## src/rtl/cart_bank_mapper.sv

```systemverilog
module cart_bank_mapper #(
  parameter int LIN_W   = 6,
  parameter int BANK_W  = 10,
  parameter int IO_BASE = 8'h40
) (
  input  logic                clk,
  input  logic                rst_n,
  input  logic [7:0]          io_addr,
  input  logic                io_wr,
  input  logic                io_wide,
  input  logic [15:0]         io_wdata,
  output logic [15:0]         io_rdata,
  input  logic                cpu_en,
  input  logic [19:0]         cpu_addr,
  output logic                rom_cs,
  output logic                ram_cs,
  output logic                byte_mode,
  output logic [((LIN_W+20 > BANK_W+16) ? LIN_W+20 : BANK_W+16)-1:0] rom_addr,
  output logic [BANK_W+16-1:0] ram_addr
);
  localparam int HI_W   = BANK_W - 8;
  localparam int ROM_AW = (LIN_W+20 > BANK_W+16) ? LIN_W+20 : BANK_W+16;
  localparam int NBANK  = 3;
  localparam logic [7:0] A_LLIN = 8'(IO_BASE + 0);
  localparam logic [7:0] A_CTRL = 8'(IO_BASE + 4);
  localparam logic [7:0] A_XLIN = 8'(IO_BASE + 5);
  localparam int A_LEG0 = IO_BASE + 1;
  localparam int A_EXT0 = IO_BASE + 6;

  logic [LIN_W-1:0]  lin_bank;
  logic [BANK_W-1:0] bank [NBANK];
  logic              flash_sel;

  always_ff @(posedge clk or negedge rst_n) begin
    if (!rst_n) begin
      lin_bank  <= '0;
      flash_sel <= 1'b0;
      for (int i = 0; i < NBANK; i++) bank[i] <= '0;
    end else if (io_wr) begin
      if (io_addr == A_LLIN || io_addr == A_XLIN) lin_bank <= io_wdata[LIN_W-1:0];
      if (io_addr == A_CTRL) flash_sel <= io_wdata[0];
      for (int i = 0; i < NBANK; i++) begin
        if (io_addr == 8'(A_LEG0 + i))
          bank[i][7:0] <= io_wdata[7:0];
        if (io_addr == 8'(A_EXT0 + 2*i)) begin
          bank[i][7:0] <= io_wdata[7:0];
          if (io_wide) bank[i][BANK_W-1:8] <= io_wdata[BANK_W-1:8];
        end
        if (io_addr == 8'(A_EXT0 + 2*i + 1))
          bank[i][BANK_W-1:8] <= io_wdata[HI_W-1:0];
      end
    end
  end

  always_comb begin
    io_rdata = '0;
    if (io_addr == A_LLIN || io_addr == A_XLIN) io_rdata = 16'(lin_bank);
    if (io_addr == A_CTRL) io_rdata = 16'(flash_sel);
    for (int i = 0; i < NBANK; i++) begin
      if (io_addr == 8'(A_LEG0 + i))         io_rdata = 16'(bank[i][7:0]);
      if (io_addr == 8'(A_EXT0 + 2*i))       io_rdata = io_wide ? 16'(bank[i]) : 16'(bank[i][7:0]);
      if (io_addr == 8'(A_EXT0 + 2*i + 1))   io_rdata = 16'(bank[i][BANK_W-1:8]);
    end
  end

  logic [3:0]        page;
  logic              win_lin, win_ram, win_rom;
  logic [BANK_W-1:0] win_bank;

  assign page    = cpu_addr[19:16];
  assign win_lin = |page[3:2];
  assign win_ram = page == 4'd1;
  assign win_rom = page == 4'd2 || page == 4'd3;

  always_comb begin
    case (page[1:0])
      2'd1:    win_bank = bank[0];
      2'd2:    win_bank = bank[1];
      default: win_bank = bank[2];
    endcase
  end

  assign rom_cs    = cpu_en && (win_lin || win_rom || (win_ram && flash_sel));
  assign ram_cs    = cpu_en && win_ram && !flash_sel;
  assign byte_mode = cpu_en && win_ram;
  assign rom_addr  = win_lin ? ROM_AW'({lin_bank, cpu_addr}) : ROM_AW'({win_bank, cpu_addr[15:0]});
  assign ram_addr  = {bank[0], cpu_addr[15:0]};
endmodule


```

## config.mk

```make
export PLATFORM = sky130hd
export DESIGN_NAME = cart_bank_mapper
export DESIGN_NICKNAME = d
export VERILOG_FILES = /design/src/rtl/cart_bank_mapper.sv
export SDC_FILE = /design/constraint.sdc
export NUM_CORES = 1
export LEC_CHECK = 0
export BUFFER_PORTS_ARGS = -buffer_cell sky130_fd_sc_hd__buf_2
export CAP_MARGIN = 10
export CORE_MARGIN = 4
export CORE_UTILIZATION = 30
export DETAILED_ROUTE_END_ITERATION = 7
export PLACE_DENSITY = 0.56
export SYNTH_ARGS = -nofsm -noshare
export SYNTH_HDL_FRONTEND = slang
export SYNTH_SLANG_ARGS = --single-unit
export TNS_END_PERCENT = 5
```

## constraint.sdc

```tcl
create_clock -name clk -period 2.5 [get_ports clk]
set_input_delay 0.5 -clock clk [delete_from_list [all_inputs] [get_ports clk]]
set_output_delay 0.5 -clock clk [all_outputs]
set_load 0.02 [all_outputs]
```

# After elaboration in Yosys (flattened, before gate mapping)

Index checks and enable logic that the tools add are counted.

Output and inout port bits: 71
Word-level logic and storage cells: 78
Bits in registers: 37

Reductions and logical operators: 27
Multiplexer cells: 26
Equal/unequal tests: 17

Operators with widths:

| kind               | count |
|---|---|
| $mux 16            | 10 |
| $eq 8x7->1 const B | 12 |
| $mux 10            | 6 |
| $mux 26            | 1 |
| $mux 8             | 3 |
| $pmux 10 s2        | 1 |
| $reduce_bool 2->1  | 9 |
| $reduce_and 2->1   | 5 |
| $reduce_and 3->1   | 3 |
| $eq 4x2->1 const B | 2 |
| $mux 2             | 4 |
| $mux 6             | 1 |
| $eq 4x1->1 const B | 1 |
| $logic_and 1x1->1  | 4 |
| $logic_or 1x1->1   | 4 |
| $eq 2x1->1 const B | 1 |
| $eq 2x2->1 const B | 1 |
| $reduce_or 2->1    | 1 |
| $logic_not 1->1    | 1 |

# Depth between registers and ports, before layout

Gate-level depths: netlist (run 1).

Depth in word-level cells: 13
Depth in mapped cells: 7
Mapped depth without buffers: 6

# Least setup slack after synthesis (run 1)

Ideal clock, no wire load.

Path kind: in2out
Start: in io_addr[5]
End: out io_rdata[2]
Stages: 5
Buffers on the path: 1
Data required time: 2000 ps
Slack: -149 ps
Arrival time: 2149 ps
Cell sequence: or4b_1 > buf_2 > nor4_1 > a22oi_1 > o21ai_0

Cells in the longest elaborated chain, start to end: 13
Elaborated cells between the ends (all ways): 24
Those cells by class: eq/ne: 12; mux: 11; reduce/logical: 1

RTL lines:

| item               | line | source |
|---|---|---|
| start: declaration | 8    | `input logic [7:0] io_addr,` |
| $eq 8x7->1         | 57   | `if (io_addr == A_LLIN \|\| io_addr == A_XLIN) io_rdata = 16'(lin_bank);` |
| $logic_or 1x1->1   | 57   |  |
| $mux 6             | 57   |  |
| $mux 16            | 58   | `if (io_addr == A_CTRL) io_rdata = 16'(flash_sel);` |
| $mux 16            | 60   | `if (io_addr == 8'(A_LEG0 + i)) io_rdata = 16'(bank[i][7:0]);` |
| $mux 16            | 61   | `if (io_addr == 8'(A_EXT0 + 2*i)) io_rdata = io_wide ? 16'(bank[i]) : 16'(bank[i][7:0]);` |
| $mux 16            | 62   | `if (io_addr == 8'(A_EXT0 + 2*i + 1)) io_rdata = 16'(bank[i][BANK_W-1:8]);` |
| $mux 16            | 60   |  |
| $mux 16            | 61   |  |
| $mux 16            | 62   |  |
| $mux 16            | 60   |  |
| $mux 16            | 61   |  |
| $mux 16 (*)        | 62   |  |
| end: declaration   | 12   | `output logic [15:0] io_rdata,` |

Every way passes the cells marked *; elsewhere a longest branch is shown, timed or not.

# Worst setup path after layout (run 1)

Start: in io_addr[7]
End: out io_rdata[2]

Same word-level chain as after synthesis.

==> results.json, run 1 <==
{
  "drive_above_1_share_pct": 47.0,
  "synth_area_mm2": 0.00281,
  "hp-class": "in -> async",
  "drv_slew": 0,
  "cts_tree": "built",
  "final_common_cell": "buf_2",
  "finalSetupViolCount": 0,
  "status": "finished, final reports clean",
  "timing.final.hold_violations": 0,
  "layout.nets": 384,
  "num_vias": 2269,
  "start_util_pct": 30.6,
  "antenna_cells": 0,
  "fmax_mhz": 406,
  "worstMarginPinSlew_ns": 0.847,
  "switching_share_pct": 30.8,
  "synth_warnings": 0,
  "num_rows": 35,
  "pwr-share-clk_pct": 28.6,
  "first_pass_iters": 4,
  "avgSynthCellArea_um2": 9.47,
  "ant_nets": 0,
  "drt_iter0_drc": 115,
  "drt-total-wl_mm": 7.77,
  "synth_top_area_cell": "dfrtp_1",
  "syn2layout_area_growth_pct": 18.1,
  "die_x_um": 105,
  "ff2ff_setup_slack_ns": 1.67,
  "antenna_found_initial": 0,
  "min_period_over_period_pct": 98.6,
  "syn_inst": 297,
  "p_leak_uw": 0.00157,
  "synthTopCellsByArea": "dfrtp_1 33%, mux2_2 13%, buf_4 13%, a22oi_1 5.1%, mux2_4 4.3%",
  "grtUsageTotal_pct": 14.1,
  "rsz0062_at_grt": "yes",
  "yosysTopAreaCellShare_pct": 32.9,
  "skew_ns": 0,
  "dp_slack_ns": -0.239,
  "synthArstFlopShare_pct": 100,
  "die_h_um": 105,
  "place.gp.congestion": 0.839,
  "grt_max_degree": 38,
  "reg2reg_depth": 1,
  "fin_area_mm2": 0.00332,
  "layout_common_cells": "51 x buf_2, 37 x dfrtp_1, 33 x mux2_2",
  "ys_ff_latch": 37,
  "io_buffers": 59,
  "post-route-drc-count": 0,
  "holdWs_ns": 0.316,
  "maxSlewHeadroom_pct": 43.6,
  "critPathMaxFanout": 6,
  "synth_ff_type": "dfrtp_1",
  "r2r-start": "ram_addr[24]",
  "clock_path_buffers": 2,
  "die_area_mm2": 0.0110,
  "gr-total-overflow": 0,
  "ioPinCount": 120,
  "clk_pin_slew_ns": 0.07,
  "cp.arrival_ns": 1.96,
  "drt-vias-per-instance": 5.12,
  "cts_max_level": 2,
  "holdBufCountCts": 0,
  "seqPwrFrac_pct": 47.2,
  "synth-edff-count": 0,
  "grt_pass1_vias": 2307,
  "power_switching_uw": 460,
  "crit-reg2reg-capture": "ram_addr[24]",
  "core_area_mm2": 0.00920,
  "ys_seq_area_share_pct": 32.9,
  "dp_hpwl_mm": 5.99,
  "clock-root-buffer": "clkbuf_8",
  "timing.final.crit_period_ns": 2.46,
  "critical_path_required_ns": 2.00,
  "crit_type": "in -> out",
  "clk-insertion-delay-late_ns": 0.28,
  "cts_made_buffers": 5,
  "combPwrFrac_pct": 24.2,
  "ir_drop_uv": 288,
  "synth_cell_types": 45,
  "cap_viol_max_count": 0,
  "clkSinkCount": 37,
  "start_kind": "input pin",
  "setup.worst_path.end_class": "output pin",
  "powerDensity_mw_per_mm2": 449,
  "worst_slack_ns": 0.0358,
  "placed_area_mm2": 0.00311,
  "avgRoutedWirePerCell_um": 17.5,
  "p_int_uw": 1030,
  "grt_pass1_wl_mm": 12.5
}
## final cells by class
cell class	instances	area (µm²)
clock buffers	7	86.3
fillers	950	5870
inverters	3	11.3
multi-input cells	196	1540
flip-flops and latches	37	926
well taps	111	139
repair buffers	89	624
## worst max-delay path by stage
stage / start / cells after the start / slack [ns] / end
final: io_addr[7] / 7 / 0.04 / io_rdata[2]
after global routing: io_addr[7] / 7 / -0.02 / io_rdata[2]
after floorplan: io_addr[1] / 6 / -0.14 / io_rdata[1]
after detailed placement: io_addr[5] / 6 / -0.24 / bank[7]
after CTS: io_addr[5] / 7 / 0.004 / io_rdata[4]
after global placement: io_addr[5] / 6 / -0.21 / bank[2]
## cells by family (layout without fill, tap and decap cells)
| kind of cell | count (synthesis) | in the layout | share of synthesized area [%] |
|---|---|---|---|
| AND/OR/NAND/NOR | 71 | 71 | 13.2 |
| multiplexers | 46 | 46 | 19.3 |
| XOR/XNOR | 3 | 3 | 0.934 |
| adder cells (fa/ha/maj) | 4 | 4 | 1.69 |
| buffers and inverters | 69 | 99 | 15.9 |
| AO/OA/AOI/OAI | 66 | 66 | 16.0 |
| flip-flops | 37 | 37 | 32.9 |
| other | 1 | 6 | 0.133 |
## critical path, stage by stage
cell and delay [ns]:
buf_6 0.09, or4b_4 0.61, nor4_4 0.26, buf_6 0.17
a22oi_2 0.07, o21ai_1 0.10, buf_4 0.17
## registers in the layout, indices dropped and copies added, names as in the netlist
| signal | count |
|---|---|
| ram_addr | 10 |
| lin_bank | 6 |
| flash_sel | 1 |
| bank | 20 |
## metrics by stage
step / instances / setup TNS, ns / power (µW) / util [%]
after CTS: 443 / 0 / 1490 / 34.8
final: 443 / 0 / 1490 / 36.1
after global routing: 443 / -0.0767 / 1570 / 36.1
after floorplan: 302 / -0.226 / 1010 / -
after global placement: 436 / -4.69 / 1060 / 33.8
after detailed placement: 436 / -4.71 / 1070 / 33.8
## power by group through the flow
stage | Combinational, µW | Clock (µW) | Sequential [µW]
final | 361 | 427 | 705
after global routing | 393 | 463 | 714
after CTS | 354 | 436 | 704
after detailed placement | 352 | 0 | 715
after global placement | 347 | 0 | 714
after floorplan | 320 | 0 | 694
## timing repair
item / in CTS / in global routing
gates resized for setup: 2 / 35
endpoints found under the setup margin: 6 / 11
setup buffers: 0 / 0
pin swaps: 1 / 3
## synth_stat cells, types with 2 or more instances
master / instances
a211oi_1: 2
a21oi_1: 11
a221oi_1: 2
a22oi_1: 19
a2bb2oi_1: 5
a32oi_1: 3
buf_4: 48
clkbuf_1: 15
dfrtp_1: 37
ha_1: 3
inv_1: 3
mux2_2: 33
mux2_4: 8
mux2i_1: 5
nand2_1: 20
nand2b_1: 5
nand3_1: 2
nor2_1: 18
nor2b_1: 7
nor3_1: 5
nor3b_1: 2
nor4b_1: 2
o21ai_0: 15
o21bai_1: 4
xnor2_1: 3
## per-layer routing
metal	part of all wire, %	GRT usage, %
met1	45	19.3
met2	46	22.9
met3	8.2	2.96
met4	1.2	3.00
met5	0	0
Note: power is estimated with default switching activity, not from simulation.
==> run 2, diff against run 1 <==
--- a/config.mk
+++ b/config.mk
@@ -11,6 +11,7 @@
 export CORE_UTILIZATION = 30
 export DETAILED_ROUTE_END_ITERATION = 7
 export PLACE_DENSITY = 0.56
+export SETUP_SLACK_MARGIN = 0.1
 export SYNTH_ARGS = -nofsm -noshare
 export SYNTH_HDL_FRONTEND = slang
 export SYNTH_SLANG_ARGS = --single-unit
==> run 2 against run 1 <==
Cell area shrank 1.5%. Clock power rose by 8.2%. Combinational power down 1%. Setup slack worse by 0.017 ns. Global-route usage barely moved. Critical path depth increased by 1. Sequential power about the same. Routed wire length increased by 0.49%. Clock skew unchanged. Cell count increased by 0.23%. Die area stayed put. Register-to-register slack about the same. Largest cell class unchanged.
==> results.json, run 2 (synthesis gave the netlist of run 1 again) <==
{
  "critical_path_required_ns": 2.00,
  "die_x_um": 105,
  "power_switching_uw": 461,
  "clock_path_buffers": 2,
  "antenna_found_initial": 0,
  "core_area_mm2": 0.00920,
  "switching_share_pct": 30.3,
  "globalRouteMet1Util_pct": 18.5,
  "drt-vias-per-instance": 5.19,
  "dp_slack_ns": -0.228,
  "avgRoutedWirePerCell_um": 17.6,
  "critPathMaxFanout": 6,
  "post-route-drc-count": 0,
  "endpoint": "io_rdata[6]",
  "grt.met2_usage_pct": 23.0,
  "hp-class": "in -> async",
  "status": "finished, final reports clean",
  "final_common_cell": "buf_2",
  "grt_max_degree": 38,
  "worst_slack_ns": 0.0184,
  "cts_made_buffers": 5,
  "cp.arrival_ns": 1.98,
  "crit_type": "in -> out",
  "cp_cell_sequence": "buf_6 -> or4b_4 -> nor4_4 -> buf_4 -> buf_4 -> nand2_1 -> nand2_1 -> buf_6",
  "total_power_uw": 1520,
  "syn2layout_area_growth_pct": 16.4,
  "powerDensity_mw_per_mm2": 465,
  "ant_nets": 0,
  "pwr-share-clk_pct": 30.4,
  "drive_above_1_share_pct": 44.7,
  "reg2reg_depth": 1,
  "rsz0062_at_grt": "yes",
  "num_vias": 2304,
  "start_kind": "input pin",
  "layout_common_cells": "49 x buf_2, 37 x dfrtp_1, 33 x mux2_2, 33 x buf_4, 20 x nand2_1",
  "first_pass_iters": 4,
  "finalSetupViolCount": 0,
  "start_util_pct": 30.6,
  "largest_reg_flops": 20,
  "setup.worst_path.end_class": "output pin",
  "drv_slew": 0,
  "crit-reg2reg-capture": "ram_addr[24]",
  "holdWs_ns": 0.316,
  "top_register": "bank",
  "p_int_uw": 1060,
  "worstMarginPinSlew_ns": 0.849,
  "crit_path_top_delay_cell": "or4b_4",
  "clock-root-buffer": "clkbuf_8",
  "clk-insertion-delay-late_ns": 0.29,
  "antenna_cells": 0,
  "fmax_mhz": 403,
  "clkSinkCount": 37,
  "maxSlewHeadroom_pct": 43.4,
  "timing.final.crit_period_ns": 2.48,
  "drt-total-wl_mm": 7.80,
  "grt.busiest_layer": "met2",
  "drt_iter0_drc": 104,
  "seqPwrFrac_pct": 46.2,
  "ff2ff_setup_slack_ns": 1.66,
  "ir_drop_uv": 262,
  "fillers": 951,
  "dp_hpwl_mm": 6.06,
  "num_rows": 35,
  "grt.met3_usage_pct": 3.34,
  "clk_pin_slew_ns": 0.07,
  "cap_viol_max_count": 0,
  "r2r-start": "ram_addr[24]",
  "layout.nets": 384,
  "place.gp.congestion": 0.808,
  "min_period_over_period_pct": 99.3,
  "gr-total-overflow": 0,
  "p_leak_uw": 0.00155,
  "cts_tree": "built",
  "timing.final.hold_violations": 0,
  "cts_max_level": 2,
  "die_area_mm2": 0.0110,
  "combPwrFrac_pct": 23.4,
  "grt_pass1_vias": 2367,
  "ioPinCount": 120,
  "grtUsageTotal_pct": 14.1,
  "grt_pass1_wl_mm": 12.5,
  "io_buffers": 59,
  "die_h_um": 105,
  "cp-startpoint": "io_addr[7]",
  "skew_ns": 0,
  "layoutNonFillerInstCount": 444,
  "holdBufCountCts": 0,
  "dpl.cell_count": 436,
  "slowest_delay_ns": 0.60
}
-- run 2: worst min path at each step --
stage	startpoint	slack (ns)	endpoint
2_1_floorplan	rst_n	0.20	bank[0]
3_3_place_gp	bank[10]	0.52	bank[10]
3_5_place_dp	bank[3]	0.53	bank[3]
4_1_cts	rst_n	0.35	bank[18]
5_1_grt	rst_n	0.39	bank[18]
6_report	rst_n	0.32	bank[13]
-- run 2: stage by stage --
| stage | util [%] | area, µm² | setup TNS (ns) |
|---|---|---|---|
| after global routing | 35.6 | 3270 | -0.336 |
| after floorplan | - | 2850 | -0.0647 |
| final | 35.6 | 3270 | 0 |
| after global placement | 33.8 | 3110 | -4.35 |
| after CTS | 35.4 | 3250 | 0 |
| after detailed placement | 33.8 | 3110 | -4.84 |
-- run 2: power groups by stage --
| stage | clock network (µW) | registers (µW) | logic (µW) |
|---|---|---|---|
| 6_report | 462 | 703 | 356 |
| 5_1_grt | 501 | 710 | 388 |
| 4_1_cts | 483 | 703 | 356 |
| 3_5_place_dp | 0 | 714 | 351 |
| 3_3_place_gp | 0 | 713 | 345 |
| 2_1_floorplan | 0 | 694 | 321 |
-- run 2: critical path: cells and delay by family --
kind,cells,cell delay [ns]
AND/OR/NAND/NOR,4,0.96
buffers and inverters,4,0.52
-- run 2: area by class of cell --
| class | instances | area, µm² | share of cell area (%) |
|---|---|---|---|
| timing repair buffer | 89 | 594 | 18.2 |
| clock inverter | 1 | 5.00 | 0.153 |
| multi-input combinational | 196 | 1500 | 45.9 |
| clock buffer | 7 | 96.3 | 2.94 |
| tap | 111 | 139 | 4.24 |
| sequential | 37 | 926 | 28.3 |
| inverter | 3 | 11.3 | 0.344 |
-- run 2: routing by layer --
metal | part of all wire [%] | vias up
met1 | 45 | 1119
met5 | 0 | -
met2 | 47 | 82
li1 | - | 1083
met4 | 1.5 | 0
met3 | 6.7 | 20
-- run 2: what timing repair did --
item,in CTS,in global routing
gates resized for setup,14,7
hold endpoints to repair,0,0
pin swaps,1,0
buffers inserted,0,0
setup endpoints to repair,17,17
==> run 3, diff against run 2 <==
--- a/config.mk
+++ b/config.mk
@@ -8,9 +8,9 @@
 export BUFFER_PORTS_ARGS = -buffer_cell sky130_fd_sc_hd__buf_2
 export CAP_MARGIN = 10
 export CORE_MARGIN = 4
-export CORE_UTILIZATION = 30
+export CORE_UTILIZATION = 44
 export DETAILED_ROUTE_END_ITERATION = 7
-export PLACE_DENSITY = 0.56
+export PLACE_DENSITY = 0.77
 export SETUP_SLACK_MARGIN = 0.1
 export SYNTH_ARGS = -nofsm -noshare
 export SYNTH_HDL_FRONTEND = slang
==> constraint.sdc (replaced) <==
create_clock -name clk -period 2.5 [get_ports clk]
set_input_delay 0.375 -clock clk [delete_from_list [all_inputs] [get_ports clk]]
set_output_delay 0.375 -clock clk [all_outputs]
set_load 0.02 [all_outputs]
==> run 3 against run 2 <==
Via count is 1.2% higher. Highest routed layer unchanged. Global-route usage rose by 4.8 points. Setup slack better by 0.14 ns. Largest cell class unchanged. Cell area is 8.2% lower. Non-clock buffer count shrank 15. Count of clock-buffer cells in the layout fell by 1. Clock power fell by 13%. Combinational power shrank 9.0%. Sequential share of layout area rose by 2.5 points. Sequential cell count unchanged. Routed wire length fell by 9.8%. First-iteration DRC count rose by 43%.
==> results.json, run 3 (synthesis gave the netlist of run 1 again) <==
{
  "num_vias": 2331,
  "crit_top_cell": "buf_2",
  "p_leak_uw": 0.00146,
  "cp.arrival_ns": 1.97,
  "ioPinCount": 120,
  "drive_above_1_share_pct": 40.3,
  "drt-total-wl_mm": 7.04,
  "worstMarginPinSlew_ns": 0.837,
  "layout.nets": 369,
  "grtUsageTotal_pct": 18.9,
  "grt_max_degree": 38,
  "drt-vias-per-instance": 5.93,
  "finalSetupViolCount": 0,
  "slowest_delay_ns": 0.55,
  "powerDensity_mw_per_mm2": 475,
  "first_pass_iters": 5,
  "critical_path_required_ns": 2.12,
  "min_period_over_period_pct": 93.8,
  "die_h_um": 88.0,
  "clk_pin_slew_ns": 0.07,
  "path_buf_inv": 4,
  "largest_reg_flops": 20,
  "cts_made_buffers": 5,
  "grt_pass1_vias": 2298,
  "antenna_found_initial": 0,
  "timing.final.hold_violations": 0,
  "maxSlewHeadroom_pct": 44.2,
  "crit_path_top_delay_cell": "or4b_4",
  "io_buffers": 59,
  "grt.busiest_layer": "met2",
  "dp_hpwl_mm": 5.19,
  "syn2layout_area_growth_pct": 6.81,
  "place.gp.congestion": 0.892,
  "cpLargestDelayFamily": "simple AND/OR/NAND/NOR gates",
  "clock_path_buffers": 2,
  "cp_cell_sequence": "buf_2 -> or4b_4 -> buf_6 -> nor4_4 -> buf_4 -> a22oi_1 -> o21ai_1 -> buf_2",
  "timing.final.crit_period_ns": 2.35,
  "start_kind": "input pin",
  "clkSinkCount": 37,
  "die_x_um": 88.0,
  "avgRoutedWirePerCell_um": 17.9,
  "die_area_mm2": 0.00774,
  "critPathMaxFanout": 7,
  "antenna_cells": 0,
  "crit_type": "in -> out",
  "drv_slew": 0,
  "dpl.cell_count": 384,
  "clk-insertion-delay-late_ns": 0.29,
  "gr-total-overflow": 0,
  "drt_iter0_drc": 149,
  "cts_max_level": 2,
  "cap_viol_max_count": 0,
  "ant_nets": 0,
  "tns_ns": 0,
  "rsz0062_at_grt": "yes",
  "skew_ns": 0,
  "core_area_mm2": 0.00606,
  "globalRouteMet1Util_pct": 25.7,
  "start_util_pct": 46.4,
  "grt.met2_usage_pct": 29.1,
  "final_common_cell": "buf_2",
  "cts_tree": "built",
  "num_rows": 28,
  "fmax_mhz": 426,
  "layout_common_cells": "59 x buf_2, 37 x dfrtp_1, 33 x mux2_2",
  "clock-root-buffer": "clkbuf_8",
  "post-route-drc-count": 0,
  "top_register": "bank",
  "setup.worst_path.end_class": "output pin",
  "status": "finished, final reports clean",
  "holdBufCountCts": 0,
  "ir_drop_uv": 339,
  "hp-class": "in -> async",
  "layoutNonFillerInstCount": 393,
  "total_power_uw": 1430,
  "grt.met3_usage_pct": 3.48,
  "grt_pass1_wl_mm": 11.5
}
==> run 3: per-layer routing <==
layer	wire length, µm	share of wire [%]	up-vias
li1	-	-	1065
met5	0	0	-
met3	649	9.2	35
met1	2950	42	1095
met4	230	3.3	0
met2	3220	46	136
==> run 3: final cells by class <==
| cell class | count | area (µm²) |
|---|---|---|
| timing repair buffer | 74 | 412 |
| sequential | 37 | 926 |
| fill | 578 | 3060 |
| clock inverter | 2 | 10.0 |
| inverter | 3 | 11.3 |
| tap | 75 | 93.8 |
| multi-input combinational | 196 | 1480 |
| clock buffer | 6 | 72.6 |
==> run 3: timing repair <==
item                       4_1_cts  5_1_grt
buffers inserted                 1        0
setup endpoints to repair        4        9
resized for setup                4        2
==> run 3: through the flow <==
step           utilization, %  cell area (µm²)  setup slack [ns]  hold slack [ns]
6_report                 49.6             3000             0.154            0.188
5_1_grt                  49.6             3000            0.0644            0.257
4_1_cts                  49.5             3000             0.136            0.212
3_5_place_dp             47.7             2890            0.0571            0.520
3_3_place_gp             47.7             2890            0.0731            0.503
2_1_floorplan               -             2830             0.101           0.0794
==> run 3: final timing paths <==
kind | start | endpoint | slack [ns] | cells past startpoint
max | io_addr[5] | io_rdata[4] | 0.15 | 8
min | rst_n | ram_addr[18] | 0.19 | 1
max reg2reg | ram_addr[24] | ram_addr[24] | 1.65 | 1
min reg2reg | bank[10] | bank[10] | 0.54 | 1
max in group asynchronous | rst_n | bank[17] | 1.78 | 1
min in group clk | io_wdata[7] | bank[7] | 0.35 | 2
==> run 3: report_power, final <==
group	internal (µW)	switching, µW	leakage [µW]	total [µW]
sequential	649	52.3	0.000504	702
clock	193	210	0.0000450	403
combinational	139	185	0.000908	324
